### config.mk
export PLATFORM = sky130hd
export DESIGN_NAME = pkt_bus_bridge
export DESIGN_NICKNAME = d
export VERILOG_FILES = /design/src/rtl/pbb_pkg.sv /design/src/rtl/pbb_hdr.sv /design/src/rtl/pbb_wbuf.sv /design/src/rtl/pbb_tx_ser.sv /design/src/rtl/pkt_bus_bridge.sv
export SDC_FILE = /design/constraint.sdc
export NUM_CORES = 1
export LEC_CHECK = 0
export ABC_AREA = 1
export BUFFER_PORTS_ARGS = -buffer_cell sky130_fd_sc_hd__buf_4
export CORE_MARGIN = 2
export CORE_UTILIZATION = 50
export CTS_CLUSTER_DIAMETER = 100
export DETAILED_ROUTE_END_ITERATION = 6
export GPL_TIMING_DRIVEN = 0
export PLACE_DENSITY = 0.69
export SYNTH_ARGS = -nofsm -noshare
export SYNTH_HDL_FRONTEND = slang
export SYNTH_SLANG_ARGS = --single-unit
### constraint.sdc
create_clock -name clk -period 3.5 [get_ports clk]
set_input_delay 0.875 -clock clk [delete_from_list [all_inputs] [get_ports clk]]
set_output_delay 0.875 -clock clk [all_outputs]
set_load 0.005 [all_outputs]
### src/rtl/pbb_pkg.sv
package pbb_pkg;
  typedef enum logic [3:0] {
    S_HDR, S_DEC, S_WDAT, S_DRAIN, S_WLD, S_WBUS, S_RBUS, S_RWAIT, S_RSEND, S_RPLY
  } st_t;

  localparam logic [7:0] OP_WR1 = 8'h00;
  localparam logic [7:0] OP_WRN = 8'h04;
  localparam logic [7:0] OP_RD1 = 8'h10;
  localparam logic [7:0] OP_RDN = 8'h14;
endpackage

### src/rtl/pbb_hdr.sv
module pbb_hdr #(
  parameter int MAX_WORDS = 16
) (
  input  logic        clk,
  input  logic        rst,
  input  logic        shift,
  input  logic        first,
  input  logic [7:0]  din,
  output logic [7:0]  code,
  output logic [15:0] size,
  output logic [31:0] addr,
  output logic        ok,
  output logic        rd,
  output logic        seq
);
  import pbb_pkg::*;
  localparam logic [16:0] MAXB = 17'(4 * MAX_WORDS);

  // reserved byte is shifted through and falls off the top
  logic [47:0] sr;

  always_ff @(posedge clk) begin
    if (rst) begin
      code <= '0;
      sr   <= '0;
    end else if (shift) begin
      if (first) code <= din;
      else       sr   <= {sr[39:0], din};
    end
  end

  assign size = sr[47:32];
  assign addr = sr[31:0];

  logic known;
  always_comb begin
    rd    = (code == OP_RD1) || (code == OP_RDN);
    seq   = (code == OP_WRN) || (code == OP_RDN);
    known = (code == OP_WR1) || (code == OP_WRN) || rd;
    ok    = known && (size[1:0] == 2'b00) && (size != 16'd0) &&
            ({1'b0, size} <= MAXB) && (seq || size == 16'd4);
  end
endmodule

### src/rtl/pbb_wbuf.sv
module pbb_wbuf #(
  parameter int DW    = 32,
  parameter int DEPTH = 16,
  localparam int AW   = (DEPTH > 1) ? $clog2(DEPTH) : 1
) (
  input  logic          clk,
  input  logic          we,
  input  logic [AW-1:0] waddr,
  input  logic [DW-1:0] wdata,
  input  logic [AW-1:0] raddr,
  output logic [DW-1:0] rdata
);
  logic [DW-1:0] mem [DEPTH];

  always_ff @(posedge clk) begin
    if (we) mem[waddr] <= wdata;
    rdata <= mem[raddr];
  end
endmodule

### src/rtl/pbb_tx_ser.sv
module pbb_tx_ser (
  input  logic        clk,
  input  logic        rst,
  input  logic        load,
  input  logic [31:0] word,
  input  logic        first,
  input  logic        last,
  input  logic        out_ready,
  output logic        out_valid,
  output logic [7:0]  out_data,
  output logic        out_sop,
  output logic        out_eop,
  output logic        busy
);
  logic [31:0] sr;
  logic [1:0]  idx;
  logic        vld, sopf, eopf;

  always_ff @(posedge clk) begin
    if (rst) begin
      sr <= '0; idx <= '0; vld <= 1'b0; sopf <= 1'b0; eopf <= 1'b0;
    end else if (load) begin
      sr <= word; idx <= '0; vld <= 1'b1; sopf <= first; eopf <= last;
    end else if (vld && out_ready) begin
      sr  <= {8'h00, sr[31:8]};
      idx <= idx + 2'd1;
      if (idx == 2'd3) vld <= 1'b0;
    end
  end

  assign out_valid = vld;
  assign out_data  = sr[7:0];
  assign out_sop   = vld && sopf && (idx == 2'd0);
  assign out_eop   = vld && eopf && (idx == 2'd3);
  assign busy      = vld;

  a_r10_out_hold: assert property (@(posedge clk) disable iff (rst)
    (out_valid && !out_ready) |=> (out_valid && $stable(out_data) &&
                                   $stable(out_sop) && $stable(out_eop)));
endmodule

### src/rtl/pkt_bus_bridge.sv
module pkt_bus_bridge #(
  parameter int MAX_WORDS = 16
) (
  input  logic        clk,
  input  logic        rst,
  input  logic        in_valid,
  input  logic [7:0]  in_data,
  input  logic        in_sop,
  input  logic        in_eop,
  output logic        in_ready,
  output logic        out_valid,
  output logic [7:0]  out_data,
  output logic        out_sop,
  output logic        out_eop,
  input  logic        out_ready,
  output logic [31:0] bus_addr,
  output logic        bus_read,
  output logic        bus_write,
  output logic [31:0] bus_wdata,
  input  logic        bus_waitreq,
  input  logic        bus_rdvalid,
  input  logic [31:0] bus_rdata
);
  import pbb_pkg::*;
  localparam int CW = $clog2(MAX_WORDS + 1);
  localparam int AW = (MAX_WORDS > 1) ? $clog2(MAX_WORDS) : 1;

  st_t         st, after_drain;
  logic [3:0]  hcnt, hnext;
  logic        eop_seen, seq_q;
  logic [CW-1:0] widx, nwords;
  logic [1:0]  bcnt;
  logic [23:0] acc;
  logic [31:0] addr_q, rdat_q;
  logic [7:0]  code_q;
  logic [15:0] rsize_q;

  logic [7:0]  h_code;
  logic [15:0] h_size;
  logic [31:0] h_addr;
  logic        h_ok, h_rd, h_seq;

  logic accept, hdr_take, last_w, buf_we;
  logic tx_load, tx_first, tx_last, tx_busy;
  logic [31:0] tx_word, buf_rdata;

  assign in_ready = (st == S_HDR) || (st == S_WDAT) || (st == S_DRAIN);
  assign accept   = in_valid && in_ready;
  assign hdr_take = accept && ((st == S_HDR) ? (in_sop || hcnt != 4'd0) : in_sop);
  assign hnext    = in_sop ? 4'd1 : hcnt + 4'd1;
  assign last_w   = (widx == nwords - 1'b1);
  assign buf_we   = accept && (st == S_WDAT) && !in_sop && (bcnt == 2'd3);

  pbb_hdr #(.MAX_WORDS(MAX_WORDS)) u_hdr (
    .clk(clk), .rst(rst), .shift(hdr_take), .first(in_sop), .din(in_data),
    .code(h_code), .size(h_size), .addr(h_addr), .ok(h_ok), .rd(h_rd), .seq(h_seq)
  );

  pbb_wbuf #(.DW(32), .DEPTH(MAX_WORDS)) u_buf (
    .clk(clk), .we(buf_we), .waddr(widx[AW-1:0]), .wdata({in_data, acc}),
    .raddr(widx[AW-1:0]), .rdata(buf_rdata)
  );

  pbb_tx_ser u_tx (
    .clk(clk), .rst(rst), .load(tx_load), .word(tx_word), .first(tx_first),
    .last(tx_last), .out_ready(out_ready), .out_valid(out_valid),
    .out_data(out_data), .out_sop(out_sop), .out_eop(out_eop), .busy(tx_busy)
  );

  always_comb begin
    tx_load  = 1'b0;
    tx_word  = rdat_q;
    tx_first = 1'b0;
    tx_last  = 1'b0;
    if (st == S_RSEND && !tx_busy) begin
      tx_load  = 1'b1;
      tx_first = (widx == '0);
      tx_last  = last_w;
    end else if (st == S_RPLY && !tx_busy) begin
      tx_load  = 1'b1;
      tx_word  = {rsize_q[7:0], rsize_q[15:8], 8'h00, code_q ^ 8'h80};
      tx_first = 1'b1;
      tx_last  = 1'b1;
    end
  end

  always_ff @(posedge clk) begin
    if (rst) begin
      st <= S_HDR; after_drain <= S_HDR; hcnt <= '0; eop_seen <= 1'b0;
      seq_q <= 1'b0; widx <= '0; nwords <= '0; bcnt <= '0; acc <= '0;
      addr_q <= '0; rdat_q <= '0; code_q <= '0; rsize_q <= '0;
    end else begin
      case (st)
        S_HDR: if (hdr_take) begin
          if (hnext == 4'd8) begin
            st <= S_DEC; eop_seen <= in_eop; hcnt <= '0;
          end else begin
            hcnt <= in_eop ? 4'd0 : hnext;
          end
        end
        S_DEC: begin
          code_q <= h_code; addr_q <= h_addr; seq_q <= h_seq;
          nwords <= CW'(h_size >> 2); widx <= '0; bcnt <= '0;
          if (!h_ok) begin
            rsize_q <= '0;
            if (eop_seen) st <= S_RPLY;
            else begin after_drain <= S_RPLY; st <= S_DRAIN; end
          end else if (h_rd) begin
            if (eop_seen) st <= S_RBUS;
            else begin after_drain <= S_RBUS; st <= S_DRAIN; end
          end else begin
            rsize_q <= h_size;
            st <= eop_seen ? S_HDR : S_WDAT;
          end
        end
        S_WDAT: if (accept) begin
          if (in_sop) begin
            st <= S_HDR; hcnt <= in_eop ? 4'd0 : 4'd1;
          end else begin
            acc  <= {in_data, acc[23:8]};
            bcnt <= bcnt + 2'd1;
            if (bcnt == 2'd3) widx <= widx + 1'b1;
            if (bcnt == 2'd3 && last_w) begin
              widx <= '0;
              if (in_eop) st <= S_WLD;
              else begin after_drain <= S_WLD; st <= S_DRAIN; end
            end else if (in_eop) begin
              st <= S_HDR;
            end
          end
        end
        S_DRAIN: if (accept) begin
          if (in_sop) begin
            st <= S_HDR; hcnt <= in_eop ? 4'd0 : 4'd1;
          end else if (in_eop) begin
            st <= after_drain;
          end
        end
        S_WLD: st <= S_WBUS;
        S_WBUS: if (!bus_waitreq) begin
          widx <= widx + 1'b1;
          if (seq_q) addr_q <= addr_q + 32'd4;
          st <= last_w ? S_RPLY : S_WLD;
        end
        S_RBUS: if (!bus_waitreq) st <= S_RWAIT;
        S_RWAIT: if (bus_rdvalid) begin
          rdat_q <= bus_rdata; st <= S_RSEND;
        end
        S_RSEND: if (!tx_busy) begin
          widx <= widx + 1'b1;
          if (seq_q) addr_q <= addr_q + 32'd4;
          st <= last_w ? S_HDR : S_RBUS;
        end
        S_RPLY: if (!tx_busy) st <= S_HDR;
        default: st <= S_HDR;
      endcase
    end
  end

  assign bus_addr  = addr_q;
  assign bus_read  = (st == S_RBUS);
  assign bus_write = (st == S_WBUS);
  assign bus_wdata = buf_rdata;

  a_r9_exclusive: assert property (@(posedge clk) disable iff (rst)
    !(bus_read && bus_write));
  a_r9_write_hold: assert property (@(posedge clk) disable iff (rst)
    (bus_write && bus_waitreq) |=> (bus_write && $stable(bus_addr) && $stable(bus_wdata)));
  a_r9_read_hold: assert property (@(posedge clk) disable iff (rst)
    (bus_read && bus_waitreq) |=> (bus_read && $stable(bus_addr)));
  a_r11_after_reset: assert property (@(posedge clk) disable iff (rst)
    $past(rst) |-> (!bus_read && !bus_write && !out_valid && in_ready));
endmodule

==> run summary, run 1 <==
* **Worst Setup Path Type** reg -> reg
* **Hold Path Origin** rsize_q[14]
* **crit-path cells** inv_1 -> clkbuf_1 -> buf_1 -> ha_1 -> nand2_1 -> nor2_4 -> buf_12
* **hold bufs inserted after CTS** 0
* **most common cell after layout, fill and taps aside** edfxtp_1
* **count of endpoints failing setup in the final report** 0
* **clk slew on worst S/H paths** 60 ps
* **H-tree depth reported by CTS** 3
* **M1 WL** 35,600 um
* **largest delay contributor family on the critical path** buffers and inverters
* **max-slew violation total from the final report** 0
* **mean number of vias per cell** 5.94
* **Placeable Area** 60,600 um^2
* **CTS buffer count** 79
* **final cycle utilization of the critical path** 98.5%
* **wire length on met2** 43,700 um
* **shortest period the worst path allows** 3450 ps
* **Skew-Pair Late Insertion Delay** 630 ps
* **Setup crit end kind** flip-flop
* **Die X** 252 um
* **number of detailed-route iterations in the first pass** 5
* **Pwr Density** 513 nW/um^2
* **Placement Rows** 90
* **max-cap check violation count** 0
* **arrival time at the worst endpoint** 3770 ps
* **Clk Tree Root Cell** clkbuf_16
* **initial antenna violation count** 0
* **Synth Net Count** 3,033
* **worst min-delay path class** reg -> reg
* **area share of the largest cell type after synthesis** 50.0%
* **Highest Signal Layer** met4
* **crit start category** flip-flop
* **total track usage** 28.2%
* **sequential area share after synthesis** 67.1%
* **most frequent cells in the layout** edfxtp_1 (512), nand2_1 (451), nor2_1 (426), o21ai_0 (370), dfxtp_1 (262)
* **remaining max-slew budget at the tightest pin** 29.2%
* **data required time at the worst endpoint** 3820 ps
* **number of I/O pins** 126
* **vias after detailed routing** 24,074
* **IO buf count** 123
* **Final nets** 3,266
* **number of standard cells after synthesis** 2,974
* **maximum fanout encountered on the critical timing path** 20
* **initial drt markers** 2,456
* **count of antenna-violating nets left after detailed routing** 0
* **Least-Margin Pin Slew** 1060 ps
* **syn_area_per_cell** 10.3 um^2
* **setup total negative slack** 0 ps
* **Critical R2R Launch** widx[1]
* **diodes inserted** 0
* **number of library cell types mapped by synthesis** 47
* **dpl cells** 3,895
* **TritonCTS clock tree** built
* **met3 WL** 8050 um
* **TritonCTS sink count** 774
* **maximum count of clock buffers along a single path** 3
* **remaining routing DRC violations** 0
* **die outline height** 252 um
* **number of cells in the finished layout apart from fillers** 4,055
* **Routed Wire Length** 90,500 um
* **Post-Synthesis Cell Area** 30,700 um^2
* **overflow left after global routing** 0
* **post-synth top area cell** edfxtp_1
* **pin count of the biggest net entering global routing** 21
* **maximum clock frequency** 290 MHz
* **number of global-route vias before repair** 23,016
* **cell with the biggest individual delay on the critical path** buf_1
* **final design area excluding fillers** 35,900 um^2
* **Initial Util** 50.7%
* **HPWL after detailed placement** 60,900 um
* **delay of the slowest critical-path stage** 550 ps
* **placer's final routability congestion estimate** 0.903
* **Hold Vio Cnt, Final** 0
* **area growth from synthesis to final layout** 16.8%
* **Lkg Pwr** 11.9 nW
* **most used flip-flop cell after synthesis** edfxtp_1
* **number of synthesized flops with an enable pin** 512
* **average detailed-routed wire length per instance** 22.3 um
* **Clock Skews** 21.4 ps
* **peak ir drop on the vdd network** 0.374 mV
* **register bit count reported by yosys** 774
* **combined buffer and inverter count along the critical path** 4
* **layout cells sized above 1** 10.7%
* **count of synthesis-stage warnings from yosys** 0
* **Cell Area, Placed** 33,100 um^2
* **result of the run** completed
* **count of filler cells inserted in the layout** 4,985
* **global-route wire length before repair** 136,000 um
* **share of synthesized flip-flops with an asynchronous set or reset** 0%
* **Die Outline Area** 63,500 um^2
* **origin of the worst setup path** widx[1]
* **Synth area leaders** edfxtp_1 (50%), dfxtp_1 (17%), o21ai_0 (6.0%)
registers in the layout, indices dropped and copies added, names as in the netlist, 16 cells and up:
register,cells
rdat_q,32
u_hdr.sr,48
u_buf.mem,512
acc,24
u_buf.rdata,32
u_tx.sr,32
rsize_q,16
bus_addr,32
final timing paths:
check,cells after the start,to,slack [ps]
worst max-delay path,7,u_buf.mem[8][25],50
worst min-delay path,2,rsize_q[14],430
worst max register to register,7,u_buf.mem[8][25],50
worst min register to register,2,rsize_q[14],430
metrics by stage:
stage	hold WS (ps)	utilization [%]	setup slack [ps]	total power, mW
global placement	423	53.9	-2230	10.3
detailed placement	425	54.7	-281	10.3
finish	434	59.3	51.7	18.4
global route	440	59.3	-32.4	18.9
floorplan	415	-	14.8	10.1
CTS	435	59.1	110	18.5
worst min-delay path: cells and delay by family, from the launching register on:
kind	cells	cell delay, ps
DFF	1	300
and+or+nand+nor	2	90
cell usage after synthesis, types with 2 or more instances:
master    number
a211oi_1       4
a21oi_1      177
a221oi_1       2
a22oi_1        2
a31oi_1       15
a32o_1         4
buf_1         12
buf_2         26
buf_4         10
buf_6          2
clkbuf_1     138
dfxtp_1      262
edfxtp_1     512
ha_1          11
inv_1        110
inv_2         12
nand2_1      451
nand2_2        5
nand3_1      112
nand3b_1       5
nand4_1       44
nor2_1       442
nor2_2         4
nor2_4         5
nor3_1        23
nor3b_1        3
nor4_1         4
o211ai_1       8
o21a_1         2
o21ai_0      370
o21ai_1       45
o22ai_1      128
or2_2          2
xor2_1         9
cells by family after synthesis:
family	synth area share [%]
compound gates	13.3
flops	67.1
fa+ha+maj	0.448
xor+xnor	0.285
buf+inv	4.09
simple gates	14.8
cell type report:
class | instances | area, um^2 | area share [%]
timing repair buffer | 153 | 1550 | 4.31
multi-input combinational | 1888 | 8980 | 25.0
inverter | 124 | 468 | 1.30
tap | 782 | 978 | 2.72
clock inverter | 27 | 310 | 0.864
buffer | 187 | 788 | 2.19
clock buffer | 120 | 2220 | 6.18
sequential | 774 | 20600 | 57.4
layer usage:
layer	up-vias	global-route usage [%]
li1	10931	-
met1	11667	37.1
met2	1257	47.4
met3	219	4.86
met4	0	9.82
met5	-	0
where the power goes:
| part | internal (mW) | switching (mW) |
|---|---|---|
| combinational | 0.120 | 0.282 |
| clock | 4.79 | 3.52 |
| sequential | 9.69 | 0.0402 |
| total | 14.6 | 3.84 |
repair_timing:
| item | CTS | global route |
|---|---|---|
| pin swaps | 6 | 5 |
| endpoints found under the setup margin | 188 | 127 |
| gates resized for setup | 1 | 1 |
| cloned | 0 | 0 |
| buffers inserted | 7 | 7 |
No activity file was read; power rests on OpenSTA's default activity.
==> inputs of run 2 (changes only) <==
--- a/config.mk
+++ b/config.mk
@@ -9,6 +9,7 @@
 export BUFFER_PORTS_ARGS = -buffer_cell sky130_fd_sc_hd__buf_4
 export CORE_MARGIN = 2
 export CORE_UTILIZATION = 50
+export CTS_BUF_LIST = sky130_fd_sc_hd__clkbuf_4 sky130_fd_sc_hd__clkbuf_8
 export CTS_CLUSTER_DIAMETER = 100
 export DETAILED_ROUTE_END_ITERATION = 6
 export GPL_TIMING_DRIVEN = 0
==> run 2 against run 1 <==
The flow now finishes with violations (DRC); sequential share of layout area grew 0.14 points; final cell count is 1.8% higher; register-to-register slack improved by 80 ps; clock power fell by 6.3%; critical path depth increased by 3; sequential cell count stayed put; total power decreased by 2.8%; core utilization down 0.14 points; final area down 0.24%; via count up 0.53%; count of clock-buffer cells in the layout increased by 54; largest cell class unchanged; largest power group unchanged.
==> run summary, run 2 (synthesis results as in run 1) <==
* **number of detailed-route iterations in the first pass** 7, was 5
* **final design area excluding fillers** 35,800 um^2, was 35,900 um^2
* **Routed Wire Length** 90,600 um, was 90,500 um
* **Placement Rows** 90, unchanged
* **count of endpoints failing setup in the final report** 0, unchanged
* **Hold Vio Cnt, Final** 0, unchanged
* **cell with the biggest individual delay on the critical path** nor2_4, was buf_1
* **most frequent cells in the layout** edfxtp_1 (512), nand2_1 (451), nor2_1 (426), o21ai_0 (370), dfxtp_1 (262), unchanged
* **data required time at the worst endpoint** 3920 ps, was 3820 ps
* **number of global-route vias before repair** 23,143, was 23,016
* **Setup crit end kind** flip-flop, unchanged
* **TritonCTS sink count** 774, unchanged
* **initial drt markers** 2,485, was 2,456
* **Placeable Area** 60,600 um^2, unchanged
* **mean number of vias per cell** 5.87, was 5.94
* **max-cap check violation count** 0, unchanged
* **internal power consumption** 14.1 mW, was 14.6 mW
* **overflow left after global routing** 0, unchanged
* **CTS buffer count** 118, was 79
* **most common cell after layout, fill and taps aside** edfxtp_1, unchanged
* **Worst Slack Setup Final** 130 ps, was 51.7 ps
* **Least-Margin Pin Slew** 1150 ps, was 1060 ps
* **Clk Tree Root Cell** clkbuf_8, was clkbuf_16
* **HPWL after detailed placement** 60,900 um, unchanged
* **area of the multi-input gates** 8980 um^2, unchanged
* **violations in the final reports** DRC
* **clk slew on worst S/H paths** 60 ps, about the same
* **post-placement worst setup slack** -281 ps, unchanged
* **hold bufs inserted after CTS** 0, unchanged
* **Lkg Pwr** 11.9 nW, about the same
* **count of filler cells inserted in the layout** 4,995, was 4,985
* **worst hold slack** 427 ps, was 434 ps
* **largest delay contributor family on the critical path** simple AND/OR/NAND/NOR gates, was buffers and inverters
* **layout cells sized above 1** 13.3%, was 10.7%
* **crit-path cells** nor2_1 -> nand2_1 -> inv_2 -> nand2_2 -> nor2_1 -> nand2_1 -> nor2_1 -> nand2_1 -> nor2_4 -> buf_12, was inv_1 -> clkbuf_1 -> buf_1 -> ha_1 -> nand2_1 -> nor2_4 -> buf_12
* **placer's final routability congestion estimate** 0.903, unchanged
* **crit start category** flip-flop, unchanged
* **pin count of the biggest net entering global routing** 21, unchanged
* **Skew-Pair Late Insertion Delay** 740 ps, was 630 ps
* **final cycle utilization of the critical path** 96.3%, was 98.5%
* **average detailed-routed wire length per instance** 22.0 um, was 22.3 um
* **maximum count of clock buffers along a single path** 3, unchanged
* **Hold Path Origin** bus_rdata[8], was rsize_q[14]
* **shortest period the worst path allows** 3370 ps, was 3450 ps
* **switching power share of the total** 21.5%, was 20.8%
* **initial antenna violation count** 2, was 0
* **clock network power share** 43.4%, was 45.0%
* **peak ir drop on the vdd network** 0.344 mV, was 0.374 mV
* **IO buf count** 123, unchanged
* **Pwr Density** 500 nW/um^2, was 513 nW/um^2
* **global-route wire length before repair** 135,000 um, was 136,000 um
* **max-slew violation total from the final report** 0, unchanged
* **total track usage** 28.1%, was 28.2%
* **number of I/O pins** 126, unchanged
* **Clock Skews** 29.2 ps, was 21.4 ps
* **TritonCTS clock tree** built, unchanged
* **Die Outline Area** 63,500 um^2, unchanged
* **Worst Setup Path Type** reg -> reg, unchanged
* **max FFs per register** 512, unchanged
* **Die X** 252 um, unchanged
* **arrival time at the worst endpoint** 3790 ps, was 3770 ps
* **combinational share of power** 2.2%, about the same
* **dpl cells** 3,895, unchanged
* **Net Sw Power** 3.85 mW, was 3.84 mW
* **Cell Area, Placed** 33,100 um^2, unchanged
* **Critical R2R Launch** st[2], was widx[1]
* **combined buffer and inverter count along the critical path** 2, was 4
* **maximum fanout encountered on the critical timing path** 18, was 20
* **worst min-delay path class** in -> reg, was reg -> reg
* **maximum clock frequency** 297 MHz, was 290 MHz
* **H-tree depth reported by CTS** 3, unchanged
* **count of antenna-violating nets left after detailed routing** 0, unchanged
* **origin of the worst setup path** st[2], was widx[1]
* **largest registers in the final layout** u_buf.mem x512, u_hdr.sr x48, unchanged
* **vias after detailed routing** 24,202, was 24,074
* **Final nets** 3,302, was 3,266
* **sequential power share** 54.3%, was 52.8%
* **number of cells in the finished layout apart from fillers** 4,126, was 4,055
* **area growth from synthesis to final layout** 16.6%, was 16.8%
* **register name with the most flops** u_buf.mem, unchanged
* **remaining max-slew budget at the tightest pin** 23.6%, was 29.2%
* **result of the run** finished with violations, was completed
* **combined flip-flop and latch cell area** 20,600 um^2, unchanged
* **delay of the slowest critical-path stage** 640 ps, was 550 ps
* **Initial Util** 50.7%, unchanged
* **Final Util** 59.1%, was 59.3%
* **remaining routing DRC violations** 1, was 0
* **die outline height** 252 um, unchanged
==> run 2: cell count changes in the layout (fill, tap and decap cells not counted), moves of 2 or more <==
cell        before  now
clkbuf_1       167  135
clkbuf_4         0   37
buf_12          19   17
clkbuf_16       79    0
clkinvlp_4       0    5
clkbuf_8         9  137
clkinv_2         9   20
clkinv_1         6   15
clkinv_8         2    0
inv_6            5    0
diode_2          0    3
==> run 2: worst register-to-register path: stages, from the launching register on <==
cell and delay [ps]:
dfxtp_1 340, nor2_1 250, nand2_1 190, inv_2 130, nand2_2 140, nor2_1 180, nand2_1 290, nor2_1 300
nand2_1 330, nor2_4 640, buf_12 270
==> run 2: area by class of cell <==
type                            count  area share, %
Buffer                            187           2.20
Inverter                          124           1.31
Sequential cell                   774           57.5
Clock inverter                     44          0.897
Antenna cell                        3         0.0210
Timing Repair Buffer              150           4.18
Multi-Input combinational cell   1888           25.1
Clock buffer                      174           6.04
Tap cell                          782           2.73
==> run 2: metrics by stage <==
| stage | total power [mW] | setup TNS [ps] |
|---|---|---|
| floorplan | 10.1 | 0 |
| global placement | 10.3 | -981140 |
| detailed placement | 10.3 | -27230 |
| CTS | 17.9 | 0 |
| global route | 18.4 | -39.7 |
| finish | 17.9 | 0 |
==> run 2: worst paths after layout <==
kind | cells after the start | to | slack [ps]
max reg2reg | 10 | u_buf.mem[13][15] | 130
min | 3 | rdat_q[8] | 430
min reg2reg | 2 | rsize_q[9] | 430
max | 10 | u_buf.mem[13][15] | 130
==> run 2: per-layer routing <==
layer	GRT usage [%]	up-vias	wire, um
met5	0	-	0
met4	10.7	0	3170
met3	4.34	242	7470
met2	47.2	1254	44000
met1	37.0	11694	36000
li1	-	11012	-
==> run 2: power by group through the flow <==
| stage | Combinational, mW | Clock [mW] | Sequential [mW] |
|---|---|---|---|
| 2_1_floorplan | 0.213 | 0 | 9.91 |
| 3_3_place_gp | 0.381 | 0 | 9.93 |
| 3_5_place_dp | 0.393 | 0 | 9.93 |
| 4_1_cts | 0.394 | 7.81 | 9.73 |
| 5_1_grt | 0.438 | 8.19 | 9.73 |
| 6_report | 0.401 | 7.78 | 9.73 |
==> run 2: repair_timing <==
item,CTS,global route
buffers inserted,7,4
endpoints found under the setup margin,188,90
pin swaps,6,2
gates resized for setup,1,2
